$ cat src/rtl/ptegrp_pkg.sv
package ptegrp_pkg;
    localparam int GROUP_SLOTS = 8;
    localparam int SLOT_W      = $clog2(GROUP_SLOTS);
    localparam int FLAG_BITS   = 7;

    typedef enum logic [1:0] {
        ST_IDLE  = 2'd0,
        ST_SCAN  = 2'd1,
        ST_FETCH = 2'd2,
        ST_LAND  = 2'd3
    } walk_st_e;
endpackage

$ cat src/rtl/ptegrp_tag_build.sv
module ptegrp_tag_build #(
    parameter int DW_W        = 64,
    parameter int PSZ_W       = 4,
    parameter int PSIZE_SMALL = 0,
    parameter logic [(2**PSZ_W)-1:0][DW_W-1:0] MASKS = '0
) (
    input  logic [63:0]      vpn,
    input  logic [PSZ_W-1:0] psize_idx,
    input  logic [1:0]       seg_code,
    output logic [DW_W-1:0]  tag
);
    localparam int AV_W      = DW_W - 9;
    localparam int VPN_DROP  = 11;
    localparam int LARGE_BIT = 2;

    logic [AV_W-1:0] av_raw;
    logic [AV_W-1:0] av_keep;

    always_comb begin
        av_raw  = AV_W'(vpn >> VPN_DROP);
        av_keep = av_raw & ~AV_W'(MASKS[psize_idx]);
        tag     = '0;
        tag[DW_W-1 -: 2]              = seg_code;
        tag[ptegrp_pkg::FLAG_BITS +: AV_W] = av_keep;
        tag[LARGE_BIT] = (psize_idx != PSZ_W'(PSIZE_SMALL));
    end
endmodule

$ cat src/rtl/ptegrp_slot_match.sv
module ptegrp_slot_match #(
    parameter int DW_W = 64
) (
    input  logic [DW_W-1:0] entry,
    input  logic [DW_W-1:0] target,
    output logic            hit
);
    localparam logic [DW_W-1:0] FLAG_MASK = DW_W'((1 << ptegrp_pkg::FLAG_BITS) - 1);

    logic [DW_W-1:0] diff;

    always_comb begin
        diff = (entry ^ target) & ~FLAG_MASK;
        hit  = entry[0] && (diff == '0);
    end
endmodule

$ cat src/rtl/pte_group_search.sv
module pte_group_search
    import ptegrp_pkg::*;
#(
    parameter int ADDR_W      = 12,
    parameter int DW_W        = 64,
    parameter int PSZ_W       = 4,
    parameter int PSIZE_SMALL = 0,
    parameter logic [(2**PSZ_W)-1:0][DW_W-1:0] AVPN_MASKS =
        {{14{64'h0}}, 64'h0000_0000_0000_01FF, 64'h0}
) (
    input  logic              clk,
    input  logic              rst_n,
    input  logic              start,
    input  logic [ADDR_W-1:0] grp_base,
    input  logic [63:0]       vpn,
    input  logic [PSZ_W-1:0]  psize_idx,
    input  logic [1:0]        seg_code,
    output logic              mem_req,
    output logic [ADDR_W-1:0] mem_addr,
    input  logic [DW_W-1:0]   mem_rdata,
    output logic              done,
    output logic              hit,
    output logic [SLOT_W-1:0] hit_slot,
    output logic [DW_W-1:0]   hit_dw2,
    output logic [DW_W-1:0]   match_word
);
    typedef struct packed {
        walk_st_e          st;
        logic [ADDR_W-1:0] base;
        logic [DW_W-1:0]   tgt;
        logic [SLOT_W:0]   ridx;
        logic              cv;
        logic [SLOT_W-1:0] cidx;
        logic [SLOT_W-1:0] slot;
        logic              done;
        logic              hit;
        logic [DW_W-1:0]   dw2;
    } walk_t;

    walk_t d, q;
    logic [DW_W-1:0] tag_w;
    logic            slot_hit;

    ptegrp_tag_build #(
        .DW_W(DW_W), .PSZ_W(PSZ_W), .PSIZE_SMALL(PSIZE_SMALL), .MASKS(AVPN_MASKS)
    ) u_tag (
        .vpn(vpn), .psize_idx(psize_idx), .seg_code(seg_code), .tag(tag_w)
    );

    ptegrp_slot_match #(.DW_W(DW_W)) u_cmp (
        .entry(mem_rdata), .target(q.tgt), .hit(slot_hit)
    );

    always_comb begin
        d        = q;
        d.done   = 1'b0;
        mem_req  = 1'b0;
        mem_addr = q.base;
        case (q.st)
            ST_IDLE: begin
                if (start) begin
                    d.st   = ST_SCAN;
                    d.base = grp_base;
                    d.tgt  = tag_w;
                    d.ridx = '0;
                    d.cv   = 1'b0;
                    d.hit  = 1'b0;
                end
            end
            ST_SCAN: begin
                mem_req  = !q.ridx[SLOT_W];
                mem_addr = q.base + ADDR_W'({q.ridx[SLOT_W-1:0], 1'b0});
                if (mem_req) d.ridx = q.ridx + 1'b1;
                d.cv   = mem_req;
                d.cidx = q.ridx[SLOT_W-1:0];
                if (q.cv) begin
                    if (slot_hit) begin
                        d.slot = q.cidx;
                        d.cv   = 1'b0;
                        d.st   = ST_FETCH;
                    end else if (&q.cidx) begin
                        d.st   = ST_IDLE;
                        d.done = 1'b1;
                        d.hit  = 1'b0;
                    end
                end
            end
            ST_FETCH: begin
                mem_req  = 1'b1;
                mem_addr = q.base + ADDR_W'({q.slot, 1'b1});
                d.st     = ST_LAND;
            end
            ST_LAND: begin
                d.dw2  = mem_rdata;
                d.hit  = 1'b1;
                d.done = 1'b1;
                d.st   = ST_IDLE;
            end
            default: d.st = ST_IDLE;
        endcase
    end

    always_ff @(posedge clk) begin
        if (!rst_n) q <= '0;
        else        q <= d;
    end

    assign done       = q.done;
    assign hit        = q.hit;
    assign hit_slot   = q.slot;
    assign hit_dw2    = q.dw2;
    assign match_word = q.tgt;


    done_pulse_chk: assert property (@(posedge clk) disable iff (!rst_n)
        done |=> !done);

    idle_quiet_chk: assert property (@(posedge clk) disable iff (!rst_n)
        (q.st == ST_IDLE) |-> !mem_req);

    land_done_chk: assert property (@(posedge clk) disable iff (!rst_n)
        (q.st == ST_LAND) |=> (done && hit));

    busy_hold_chk: assert property (@(posedge clk) disable iff (!rst_n)
        (q.st != ST_IDLE && start) |=> $stable(match_word));

    fetch_slot_chk: assert property (@(posedge clk) disable iff (!rst_n)
        (q.st == ST_FETCH) |=> $stable(hit_slot));
endmodule

$ cat config.mk
export PLATFORM = sky130hd
export DESIGN_NAME = pte_group_search
export DESIGN_NICKNAME = d
export VERILOG_FILES = /design/src/rtl/ptegrp_pkg.sv /design/src/rtl/ptegrp_tag_build.sv /design/src/rtl/ptegrp_slot_match.sv /design/src/rtl/pte_group_search.sv
export SDC_FILE = /design/constraint.sdc
export NUM_CORES = 1
export LEC_CHECK = 0
export ABC_AREA = 0
export BUFFER_PORTS_ARGS = -buffer_cell sky130_fd_sc_hd__buf_2
export CAP_MARGIN = 20
export CORE_AREA = 2 2 131 133
export CTS_BUF_LIST = sky130_fd_sc_hd__clkbuf_2 sky130_fd_sc_hd__clkbuf_4 sky130_fd_sc_hd__clkbuf_8
export DETAILED_ROUTE_END_ITERATION = 10
export DIE_AREA = 0 0 133 135
export GPL_ROUTABILITY_DRIVEN = 0
export GPL_TIMING_DRIVEN = 0
export HOLD_SLACK_MARGIN = 0.08
export PLACE_DENSITY = 0.9
export SYNTH_ARGS = -nofsm -noshare
export SYNTH_HDL_FRONTEND = slang
export SYNTH_SLANG_ARGS = --single-unit
$ cat constraint.sdc
create_clock -name clk -period 1.94 [get_ports clk]
set_clock_uncertainty 0.2 [all_clocks]
set_input_delay 0 -clock clk [delete_from_list [all_inputs] [get_ports clk]]
set_output_delay 0 -clock clk [all_outputs]
set_load 0.005 [all_outputs]
==> impl_metrics.yaml <==
die:
  die-width_um: 133
  die_h_um: 135
  coreArea_um2: 16410
  fp-row-count: 47
  initial_utilization: 0.4575
  die_area_um2: 17960
  io_pins: 295
power_and_ir_drop:
  powerDensity_nw_per_um2: 781.6
  ir_drop_uv: 517.3
  leakage_nw: 5.585
placed_design:
  numPortBuffers: 275
  dp_cells: 1392
  placed_area_um2: 9184
  hpwl_mm: 18.36
global_routing:
  grt_max_degree: 17
  grt_overflow: 0
  antenna_found_initial: 2
  track_usage: 0.3283
  grt_pass1_vias: 8469
  grt_pass1_wl_mm: 45.26
worst_setup_path:
  crit_required_ns: 1.74
  regToRegSetupSlack_ns: -0.20
  cp_cell_sequence: "ha_4, inv_2, fa_2, inv_2, a21o_4, nand2_1, mux2i_1, o211ai_1, buf_2"
  timing_worst_setup_path_type: "reg -> out"
  cp_max_fo: 6
  cp_slowest_cell: "dfxtp_4"
  max_stage_delay_ns: 0.41
  cp.arrival_ns: 2.35
  worstReg2RegStart: "match_word[22]"
  endpoint_kind: "output pin"
  r2r_end: "hit_slot[0]"
  cp_common_cell: "inv_2"
  startpoint_type: "flip-flop"
  r2r_cells: 7
routing:
  drt_iter0_markers: 686
  ant_nets: 0
  vias: 8578
  drt_wl_total_mm: 31.94
  drc_errors: 0
  first_pass_iters: 6
  wl_per_cell_um: 20.13
  vias_per_cell: 5.405
status:
  violations: "setup timing"
  status: "finished with violations"
timing:
  worst_pin_slew_ns: 0.7660
  hold_viol_final: 0
  slew_violations: 0
  fin_crit_sh: 1.314
  setup_viol: 20
  whs_ns: 0.1092
  max_freq_mhz: 392.4
  slew_headroom: 0.4893
  fin_crit_ns: 2.549
  fin_ws_ns: -0.6086
  rsz0062_at_grt: "true"
layout:
  fin_area_um2: 11850
  layout_commonest_cell: "buf_2"
  stdcell_count: 1587
  nets: 1514
  final_cell_mix: "buf_2 (276), buf_4 (158), dlygate4sd3_1 (138)"
  final_layout_size_suffix_gt1_frac: 0.4308
  syn_to_final_growth_pct: 57.86
yosys:
  synthFlopType: "dfxtp_1"
  synthCells: 890
  ys_types: 48
  async_flop_share: 0
  ys_seq_elements: 147
  yosysSeqAreaShare: 0.3921
  syn-cell-area_um2: 7506
  synth_edf_count: 0
  yosys_warnings: 0
  avgSynthCellArea_um2: 8.434
worst_hold_path:
  min_to: "q[141]"
  hold_depth: 4
  min_path_type: "in -> reg"
  min_from: "grp_base[0]"
clock_tree:
  ctsLongestPathBuffers: 2
  h-tree-depth: 4
  cts.reportedPaths.clkPinSlew_ns: 0.09
  insertion_delay_ns: 0.46
  ctsRootBufferMaster: "clkbuf_8"
  cts_made_buffers: 17
  cts_tree: "built"
  cts.sinks: 147
job:
  maxCapViolCount: 0
## through the flow
stage	total power, W	utilization	setup slack, ns	TNS (ns)
floorplan	0.004765	-	0.02208	0
global route	0.009618	0.7222	-0.6528	-8.160
global placement	0.005555	0.5598	-0.5478	-35.07
CTS	0.008727	0.7014	-0.5193	-5.997
finish	0.009261	0.7222	-0.6086	-6.488
detailed placement	0.005620	0.5598	-0.5921	-40.48
## worst max path at each step
stage | start | end | slack, ns | depth (start not counted)
finish | q[142] | mem_addr[9] | -0.61 | 9
global route | q[74] | mem_addr[6] | -0.65 | 7
detailed placement | q[153] | match_word[24] | -0.59 | 8
floorplan | q[153] | match_word[32] | 0.02 | 8
CTS | hit_slot[0] | mem_addr[11] | -0.52 | 8
global placement | q[153] | match_word[33] | -0.55 | 8
## report_power, final
group          internal [W]  switching [W]  total [W]
clock               0.00136        0.00128    0.00263
combinational       0.00146        0.00165    0.00311
sequential          0.00324       0.000278    0.00351
## per-layer routing
| layer | global-route usage | vias up | routed length (um) |
|---|---|---|---|
| met4 | 0.1977 | 0 | 2278 |
| li1 | - | 3745 | - |
| met1 | 0.3533 | 3998 | 11300 |
| met5 | 0 | - | 0 |
| met3 | 0.07320 | 201 | 2489 |
| met2 | 0.5901 | 634 | 15870 |
## cell families after synthesis
family	after synthesis	share of synthesized area
and+or+nand+nor	272	0.1510
buffers and inverters	188	0.1599
DFF	147	0.3921
AOI/OAI and AO/OA	137	0.1069
muxes	72	0.09602
xor gates and xnor gates	60	0.07001
adders and majority gates	13	0.02367
other	1	0.0004996
## cell type report
type	instances	area (um^2)
Clock inverter	12	152.6
Tap cell	220	275.3
Clock buffer	20	269.0
Inverter	12	50.05
Sequential cell	147	2990
Timing Repair Buffer	439	2968
Fill cell	999	4558
Buffer	173	1262
Multi-Input combinational cell	562	3876
Antenna cell	2	5.005
## flip-flops by register name, indices dropped and copies added, names as in the netlist, named ones only
name        count
done            1
hit             1
hit_dw2        64
hit_slot        3
match_word     56
q              21
## synth_stat cells, types with 5 or more instances
library cell	number	share of area
dfxtp_1	147	0.39
nand2_1	137	0.069
buf_4	131	0.13
nor2_1	93	0.047
a21oi_1	79	0.053
mux2i_1	72	0.096
xor2_1	55	0.064
clkbuf_1	35	0.018
nor4_1	14	0.012
o21ai_0	14	0.0093
a22oi_1	12	0.012
ha_1	11	0.018
inv_1	11	0.0055
nor3_1	9	0.0060
buf_1	8	0.0040
a31oi_1	6	0.0050
a21o_1	5	0.0050
nand4_1	5	0.0042
xnor2_1	5	0.0058
## timing repair
item	4_1_cts	5_1_grt
pin swaps	38	30
setup endpoints to repair	141	147
hold endpoints to repair	144	1
resized for setup	123	83
buffers inserted	14	12
hold buffers	136	2
## critical path: cells and delay by family, from the launching register on
| family | cells | cell delay (ns) |
|---|---|---|
| adder cells (fa/ha/maj) | 2 | 0.53 |
| AO/OA/AOI/OAI | 2 | 0.43 |
| flip-flops | 1 | 0.41 |
| buffers and inverters | 3 | 0.29 |
| multiplexers | 1 | 0.15 |
| AND/OR/NAND/NOR | 1 | 0.09 |
Power figures use the tool's default switching activity.
